--- src/rtl/blk_pkg.sv ---
package blk_pkg;
  typedef enum logic [0:0] {
    ST_IDLE = 1'b0,
    ST_RUN  = 1'b1
  } blk_state_e;

  typedef struct packed {
    logic search;
    logic rep;
    logic down;
  } blk_cfg_t;
endpackage

--- src/rtl/blk_step_timer.sv ---
module blk_step_timer #(
  parameter int STEP_CYCLES = 21,
  localparam int TW = (STEP_CYCLES > 2) ? $clog2(STEP_CYCLES) : 2
) (
  input  logic          clk,
  input  logic          rst,
  input  logic          clear,
  input  logic          run,
  output logic [TW-1:0] phase,
  output logic          last
);
  localparam logic [TW-1:0] PH_LAST = TW'(STEP_CYCLES - 1);

  logic [TW-1:0] phase_q;

  always_ff @(posedge clk) begin
    if (rst || clear) begin
      phase_q <= '0;
    end else if (run) begin
      phase_q <= (phase_q == PH_LAST) ? '0 : phase_q + 1'b1;
    end
  end

  assign phase = phase_q;
  assign last  = (phase_q == PH_LAST);

  p_phase_bound_r5: assert property (@(posedge clk) disable iff (rst)
    phase_q <= PH_LAST) else $error("phase beyond iteration length");
endmodule

--- src/rtl/blk_ptr_regs.sv ---
module blk_ptr_regs #(
  parameter int AW = 16
) (
  input  logic          clk,
  input  logic          rst,
  input  logic          load,
  input  logic [AW-1:0] src_i,
  input  logic [AW-1:0] dst_i,
  input  logic [AW-1:0] cnt_i,
  input  logic          step,
  input  logic          down,
  input  logic          move_dst,
  output logic [AW-1:0] src_q,
  output logic [AW-1:0] dst_q,
  output logic [AW-1:0] cnt_q,
  output logic [AW-1:0] cnt_dec
);
  localparam logic [AW-1:0] ONE = AW'(1);

  logic [AW-1:0] src_nx, dst_nx;

  assign src_nx  = down ? src_q - ONE : src_q + ONE;
  assign dst_nx  = down ? dst_q - ONE : dst_q + ONE;
  assign cnt_dec = cnt_q - ONE;

  always_ff @(posedge clk) begin
    if (rst) begin
      src_q <= '0;
      dst_q <= '0;
      cnt_q <= '0;
    end else if (load) begin
      src_q <= src_i;
      dst_q <= dst_i;
      cnt_q <= cnt_i;
    end else if (step) begin
      src_q <= src_nx;
      cnt_q <= cnt_dec;
      if (move_dst) dst_q <= dst_nx;
    end
  end
endmodule

--- src/rtl/blk_flag_unit.sv ---
module blk_flag_unit #(
  parameter int AW = 16,
  parameter int DW = 8
) (
  input  logic          clk,
  input  logic          rst,
  input  logic          step,
  input  logic          search,
  input  logic [DW-1:0] rdata,
  input  logic [DW-1:0] ref_val,
  input  logic [AW-1:0] cnt_after,
  output logic          pv_q,
  output logic          z_q
);
  logic hit;
  assign hit = (rdata == ref_val);

  always_ff @(posedge clk) begin
    if (rst) begin
      pv_q <= 1'b0;
      z_q  <= 1'b0;
    end else if (step) begin
      pv_q <= (cnt_after != '0);
      if (search) z_q <= hit;
    end
  end

  p_z_copy_keep_r12: assert property (@(posedge clk) disable iff (rst)
    step && !search |=> $stable(z_q)) else $error("copy altered match flag");
endmodule

--- src/rtl/blk_move_engine.sv ---
module blk_move_engine
  import blk_pkg::*;
#(
  parameter int AW          = 16,
  parameter int DW          = 8,
  parameter int STEP_CYCLES = 21
) (
  input  logic          clk,
  input  logic          rst,
  input  logic          start,
  input  logic          op_search,
  input  logic          rep_en,
  input  logic          dir_down,
  input  logic [AW-1:0] src_in,
  input  logic [AW-1:0] dst_in,
  input  logic [AW-1:0] cnt_in,
  input  logic [DW-1:0] ref_byte,
  output logic [AW-1:0] mem_addr,
  output logic          mem_rd,
  output logic          mem_wr,
  output logic [DW-1:0] mem_wdata,
  input  logic [DW-1:0] mem_rdata,
  output logic          busy,
  output logic          done,
  output logic [AW-1:0] src_out,
  output logic [AW-1:0] dst_out,
  output logic [AW-1:0] cnt_out,
  output logic          flag_cnt_nz,
  output logic          flag_match
);
  localparam int TW = (STEP_CYCLES > 2) ? $clog2(STEP_CYCLES) : 2;
  localparam logic [TW-1:0] PH_READ = TW'(0);
  localparam logic [TW-1:0] PH_XFER = TW'(1);

  blk_state_e    state_q;
  blk_cfg_t      cfg_q;
  logic [DW-1:0] ref_q;
  logic          done_q;
  logic [TW-1:0] phase;
  logic          last_ph;
  logic          running, accept, xfer, finish, stop_cond;
  logic [AW-1:0] cnt_dec;

  assign running = (state_q == ST_RUN);
  assign accept  = start && (state_q == ST_IDLE);
  assign xfer    = running && (phase == PH_XFER);

  blk_step_timer #(.STEP_CYCLES(STEP_CYCLES)) u_timer (
    .clk   (clk),
    .rst   (rst),
    .clear (accept),
    .run   (running),
    .phase (phase),
    .last  (last_ph)
  );

  blk_ptr_regs #(.AW(AW)) u_ptr (
    .clk      (clk),
    .rst      (rst),
    .load     (accept),
    .src_i    (src_in),
    .dst_i    (dst_in),
    .cnt_i    (cnt_in),
    .step     (xfer),
    .down     (cfg_q.down),
    .move_dst (!cfg_q.search),
    .src_q    (src_out),
    .dst_q    (dst_out),
    .cnt_q    (cnt_out),
    .cnt_dec  (cnt_dec)
  );

  blk_flag_unit #(.AW(AW), .DW(DW)) u_flag (
    .clk       (clk),
    .rst       (rst),
    .step      (xfer),
    .search    (cfg_q.search),
    .rdata     (mem_rdata),
    .ref_val   (ref_q),
    .cnt_after (cnt_dec),
    .pv_q      (flag_cnt_nz),
    .z_q       (flag_match)
  );

  // Pointers and flags already hold this iteration's result at the last phase.
  assign stop_cond = !cfg_q.rep || (cnt_out == '0) || (cfg_q.search && flag_match);
  assign finish    = running && last_ph && stop_cond;

  always_ff @(posedge clk) begin
    if (rst) begin
      state_q <= ST_IDLE;
      cfg_q   <= '0;
      ref_q   <= '0;
      done_q  <= 1'b0;
    end else begin
      done_q <= finish;
      if (accept) begin
        state_q <= ST_RUN;
        cfg_q   <= '{search: op_search, rep: rep_en, down: dir_down};
        ref_q   <= ref_byte;
      end else if (finish) begin
        state_q <= ST_IDLE;
      end
    end
  end

  assign mem_rd    = running && (phase == PH_READ);
  assign mem_wr    = xfer && !cfg_q.search;
  assign mem_addr  = mem_wr ? dst_out : src_out;
  assign mem_wdata = mem_rdata;
  assign busy      = running;
  assign done      = done_q;

  p_done_pulse_r10: assert property (@(posedge clk) disable iff (rst)
    done |=> !done) else $error("done longer than one cycle");

  p_idle_hold_r10: assert property (@(posedge clk) disable iff (rst)
    !busy && !start |=> $stable(src_out) && $stable(dst_out) && $stable(cnt_out))
    else $error("pointers moved while idle");

  p_cnt_step_r4: assert property (@(posedge clk) disable iff (rst)
    xfer |=> cnt_out == $past(cnt_out) - AW'(1)) else $error("count not decremented");

  p_pv_final_r6: assert property (@(posedge clk) disable iff (rst)
    done |-> flag_cnt_nz == (cnt_out != '0)) else $error("count flag mismatch");

  p_search_dst_r7: assert property (@(posedge clk) disable iff (rst)
    busy && cfg_q.search |=> $stable(dst_out)) else $error("search moved destination");

  p_end_phase_r5: assert property (@(posedge clk) disable iff (rst)
    done |-> $past(last_ph)) else $error("run ended mid iteration");
endmodule

--- config.mk ---
export PLATFORM = sky130hd
export DESIGN_NAME = blk_move_engine
export DESIGN_NICKNAME = d
export VERILOG_FILES = /design/src/rtl/blk_pkg.sv /design/src/rtl/blk_step_timer.sv /design/src/rtl/blk_ptr_regs.sv /design/src/rtl/blk_flag_unit.sv /design/src/rtl/blk_move_engine.sv
export SDC_FILE = /design/constraint.sdc
export NUM_CORES = 1
export LEC_CHECK = 0
export BUFFER_PORTS_ARGS = -buffer_cell sky130_fd_sc_hd__buf_2
export CAP_MARGIN = 20
export CORE_ASPECT_RATIO = 1.5
export CORE_MARGIN = 4
export CORE_UTILIZATION = 44
export DETAILED_ROUTE_END_ITERATION = 12
export GPL_ROUTABILITY_DRIVEN = 0
export PLACE_DENSITY = 0.73
export RECOVER_POWER = 50
export SKIP_CTS_REPAIR_TIMING = 1
export SYNTH_ARGS = -nofsm -noshare
export SYNTH_HDL_FRONTEND = slang
export SYNTH_SLANG_ARGS = --single-unit
--- constraint.sdc ---
create_clock -name clk -period 2.63 [get_ports clk]
set_input_delay 0.3945 -clock clk [delete_from_list [all_inputs] [get_ports clk]]
set_output_delay 0.3945 -clock clk [all_outputs]
set_load 0.02 [all_outputs]
==> results of run 1 <==
==> power breakdown <==
group / leakage, nW / internal, mW / switching [mW]
combinational: 1.94 / 0.332 / 0.523
clock: 0.166 / 0.885 / 0.477
sequential: 0.560 / 1.10 / 0.0934
==> layout by cell type, fill, tap and decap left out, types with 16 or more instances in the layout <==
| cell | n |
|---|---|
| clkbuf_1 | 31 |
| nor2_1 | 68 |
| xor2_1 | 19 |
| nand2_1 | 108 |
| a211oi_1 | 16 |
| xnor2_1 | 16 |
| o21ai_0 | 32 |
| a21oi_1 | 55 |
| inv_1 | 17 |
| buf_2 | 116 |
| ha_1 | 33 |
| dfxtp_1 | 65 |
| nor3_1 | 18 |
==> registers in the layout, summed over array words and instances (netlist names) <==
register       cells
u_ptr.src_q       16
busy               1
u_ptr.dst_q       16
u_timer.phase      5
done               1
u_ptr.cnt_q       16
ref_q              8
u_flag.z_q         1
cfg_q              3
u_flag.pv_q        1
==> final cells by class <==
cell class	count	area share
timing repair buffer	162	0.137
tap	144	0.0301
clock buffer	11	0.0422
sequential	68	0.228
clock inverter	5	0.0138
inverter	18	0.0121
multi-input combinational	516	0.537
==> worst max-delay path, stage by stage (launching register included) <==
cell	delay, ns
dfxtp_4	0.39
buf_12	0.16
ha_1	0.34
a21o_1	0.21
a221o_1	0.34
a21oi_1	0.13
o21ai_0	0.09
a21oi_1	0.20
xor2_1	0.09
a2111oi_1	0.41
==> metal layers <==
metal  vias up  global-route usage  part of all wire
li1       2571                   -                 -
met1      2481               0.284              0.40
met2       176               0.417              0.51
met3        41              0.0482             0.063
met4         0              0.0978             0.030
met5         -                   0                 0
==> logic make-up after synthesis <==
kind of cell	count (synthesis)	synth area share
buffers and inverters	62	0.0568
muxes	1	0.00207
xor gates and xnor gates	35	0.0635
and+or+nand+nor	255	0.241
DFF	68	0.282
AOI/OAI and AO/OA	190	0.260
adders and majority gates	35	0.0939
==> synthesized netlist by cell type, types with 7 or more instances <==
cell type	number
a211oi_1	18
ha_1	33
nor2_1	68
inv_1	17
clkbuf_1	24
a21oi_1	55
dfxtp_1	68
nand3_1	10
nor3_1	18
nand2_1	108
a221oi_1	10
buf_4	9
a21o_1	8
xor2_1	19
o21ai_0	32
xnor2_1	16
a22oi_1	9
or3_1	7
==> worst min-delay path by stage <==
stage | startpoint | end | slack (ns)
2_1_floorplan | cfg_q[1] | cfg_q[1] | 0.44
3_3_place_gp | cfg_q[1] | cfg_q[1] | 0.44
3_5_place_dp | cfg_q[1] | cfg_q[1] | 0.45
4_1_cts | ref_byte[7] | ref_q[7] | 0.28
5_1_grt | dir_down | cfg_q[0] | 0.29
6_report | dst_in[8] | u_ptr.dst_q[8] | 0.29
==> reports/results.txt, run 1 <==
top_reg_cell synth: dfxtp_1
Worst Hold Class: primary input to flop
Detail Placement HPWL: 11500 um
largest net degree at the start of global routing: 59
Slew HR: 0.299
Initial Util: 0.453
Clock Path Buffers: 2
die area: 12700 um2
CTS root buffer: clkbuf_16
setup_tns: 0 ns
Setup crit end: u_ptr.dst_q[14]
Final Total Pwr: 3.41 mW
post-synth cell types: 62
cells after synthesis: 646
PortBufs: 147
fin nets: 880
post-route cell area: 5990 um2
Final Hold Fails: 0
Crit path required time: 2.84 ns
Syn Nets: 751
initial drt markers: 290
ant diodes: 0
synth warn: 0
hold slack: 0.289 ns
placed cells: 907
Non-Filler Instances: 924
share of the synthesized area in the top cell type: 0.282
DR pass1 iterations: 6
# setup viols final: 0
row cnt: 46
Num Clock Sinks: 68
post-synth top area cell: dfxtp_1
DR vias/cell: 5.70
htree depth: 3
critical path class: flop to flop
Die X: 93.5 um
hold path depth: 3
share of layout cells above drive strength 1: 0.218
post-layout util: 0.563
global-route wire length before repair: 24600 um
Vias: 5269
Max Cap Viol: 0
IO Pins: 148
register area: 1370 um2
PwrDens: 569 nW/um2
area of the mapped netlist: 4820 um2
Area contributors post-synth: dfxtp_1 (28%), ha_1 (8.6%), nand2_1 (8.4%)
sequential element share of the synthesized area: 0.282
number of global-route vias before repair: 5110
CP endpoint kind: flop
routed wire length: 15400 um
Arr. time, crit path: 2.72 ns
fin worst setup slack: 0.116 ns
Max Fclk: 398 MHz
area added between synthesis and finish: 24.2%
Slew Limit Fails: 0
Skew-Pair Late Insertion Delay: 0.34 ns
reg-to-reg startpoint: cfg_q[0]
Reg2Reg Capture Point: u_ptr.dst_q[14]
Post-Place Cell Area: 5660 um2
chip height: 136 um
multi-input logic area: 3220 um2
fin crit period: 2.51 ns
DRC: 0
routed len/inst: 16.6 um
period utilisation layout: 0.956
Reg2Reg Depth: 9
CP Launch Type: flop
leakage power: 2.67 nW
Total GRT Usage: 0.239
Clock transition at path regs: 0.06 ns
initial antenna violation count: 0
DP Worst Slack: 0.0795 ns
Post-synth EDFFs: 0
status: completed
worst vdd ir: 0.310 mV
final clock skew: 0.0103 ns
worst reg2reg setup slack: 0.12 ns
crit path max fanout: 17
CP Launch Point: cfg_q[0]
average size of a mapped cell: 7.47 um2
asr flop ratio synth: 0
FF+latch count, synth: 68
filler cell count: 1009
total grt overflow: 0
CTS tree: built
Worst-Margin Slew: 1.05 ns
cts bufs inserted: 9
core box area: 10600 um2
Detail Route Antenna Nets: 0
Note: power is estimated with default switching activity, not from simulation.
==> inputs of run 2 (changes only) <==
- clock period: 2.63 -> 2 ns (I/O delays scaled with it)
==> reports/results.txt, run 2 (synthesized netlist as in run 1, its figures left out) <==
GR Util met1: 0.295 (+0.0104)
Initial Util: 0.453 (unchanged)
Crit path required time: 2.23 ns (-0.61 ns)
die area: 12700 um2 (unchanged)
share of layout cells above drive strength 1: 0.405 (+0.187)
RSZ-0062 raised after global routing: true
internal power: 3.11 mW (+34%)
post-route cell area: 7550 um2 (+26%)
global routing's busiest layer: met2
cts bufs inserted: 9 (unchanged)
Slew HR: 0.522 (+0.223)
Vias: 6180 (+17%)
logic gate share of total power: 0.337 (+0.086)
Clock power frac: 0.337 (-0.063)
PortBufs: 147 (unchanged)
CP endpoint kind: flop
Die X: 93.5 um (unchanged)
total grt overflow: 0 (unchanged)
Skew-Pair Late Insertion Delay: 0.34 ns (about the same)
Sw Ratio: 0.346 (+0.0256)
area added between synthesis and finish: 56.6%
routed wire length: 19600 um (+27%)
final clock skew: 0.00545 ns (-0.00488 ns)
chip height: 136 um (unchanged)
fin worst setup slack: -0.367 ns (-0.483 ns)
Worst Hold Class: primary input to flop
commonest non-fill, non-tap cell in the layout: buf_4
Regs by FF count: u_ptr.cnt_q x16, u_ptr.dst_q x16, u_ptr.src_q x16
DR pass1 iterations: 7 (+1)
fin nets: 987 (+12%)
post-layout util: 0.710 (+0.147)
htree depth: 3 (unchanged)
Arr. time, crit path: 2.59 ns (-0.13 ns)
Num Clock Sinks: 68 (unchanged)
Clock Path Buffers: 2 (unchanged)
hold slack: 0.190 ns (-0.0986 ns)
leakage power: 3.46 nW (+30%)
M2 GR Usage: 0.452 (+0.0354)
number of global-route vias before repair: 5856 (+15%)
core box area: 10600 um2 (unchanged)
initial antenna violation count: 0 (unchanged)
DRC: 0 (unchanged)
global-route wire length before repair: 27000 um (+9.7%)
met3 Usage GRT: 0.0615 (+0.0133)
CTS tree: built
Post-Place Cell Area: 6470 um2 (+14%)
critical path class: flop to flop
Detail Placement HPWL: 12700 um (+11%)
Max Fclk: 422 MHz (+6.2%)
DR vias/cell: 5.98 (+4.9%)
NetSw: 1.65 mW (+51%)
largest net degree at the start of global routing: 39 (-34%)
Flop pwr share: 0.326 (-0.024)
# setup viols final: 38 (+38)
fin crit period: 2.37 ns (-0.147 ns)
status: finished with violations
failing checks: setup timing
routed len/inst: 18.9 um (+14%)
Detail Route Antenna Nets: 0 (unchanged)
Max Cap Viol: 0 (unchanged)
commonest cells after routing, fill and taps aside: buf_4 (107), buf_2 (88), nand2_1 (71)
Worst-Margin Slew: 0.717 ns (-0.330 ns)
Clock transition at path regs: 0.06 ns (about the same)
Total GRT Usage: 0.263 (+0.0233)
Final Hold Fails: 0 (unchanged)
CTS root buffer: clkbuf_16
worst vdd ir: 0.508 mV (+64%)
placed cells: 999 (+10%)
Non-Filler Instances: 1033 (+12%)
row cnt: 46 (unchanged)
period utilisation layout: 1.18 (+0.228)
initial drt markers: 463 (+60%)
crit path max fanout: 8 (-9)
Slew Limit Fails: 0 (unchanged)
IO Pins: 148 (unchanged)
CP Launch Type: flop
PwrDens: 630 nW/um2 (+11%)
-- run 2: cell types whose count changed in the layout (fill, tap and decap cells not counted), sizes merged --
cell,before,now
bufinv,2,0
buf,131,221
inv,19,18
clkbuf,42,60
clkinvlp,0,1
clkinv,2,3
diode,0,2
-- run 2: area by class of cell --
type                       count  area [um2]
inverter                      18        85.1
tap                          144         180
timing repair buffer         269        1850
fill                         790        3090
clock inverter                 4        30.0
clock buffer                  12         268
antenna                        2        5.00
sequential                    68        1370
multi-input combinational    516        3770
-- run 2: per-stage QoR --
stage          total power [mW]  TNS [ns]  setup WS [ns]
6_report                   4.76     -5.88         -0.367
4_1_cts                    4.53     -7.80         -0.333
3_3_place_gp               2.89     -2.56         -0.254
3_5_place_dp               2.93     -3.64         -0.356
2_1_floorplan              2.37     -1.37         -0.246
5_1_grt                    4.96     -9.10         -0.448
-- run 2: worst max-delay path: stages, from the launching register on --
cell and delay, ns:
dfxtp_4 0.43, buf_8 0.16, inv_6 0.04, fa_2 0.38, nor2b_2 0.16, o31a_1 0.23, o21ai_4 0.09, o21ai_1 0.16
a21oi_1 0.10, xor2_1 0.17, a2111oi_1 0.33
-- run 2: path summary, 6_finish.rpt --
path	slack [ns]	end	cells past startpoint	start
max reg2reg	-0.37	u_ptr.dst_q[14]	10	cfg_q[0]
min	0.19	cfg_q[0]	3	dir_down
min reg2reg	0.47	ref_q[1]	2	ref_q[1]
max	-0.37	u_ptr.dst_q[14]	10	cfg_q[0]
-- run 2: layer usage --
metal | vias up | part of all wire
li1 | 2798 | -
met1 | 2919 | 0.35
met2 | 350 | 0.51
met3 | 113 | 0.083
met4 | 0 | 0.061
met5 | - | 0
-- run 2: power by group through the flow --
stage                     sequential [mW]  clock [mW]  combinational, mW
after floorplan                      1.65           0              0.721
after global placement               1.56           0               1.34
after detailed placement             1.56           0               1.37
after CTS                            1.53        1.61               1.38
after global routing                 1.56        1.68               1.72
final                                1.55        1.60               1.60
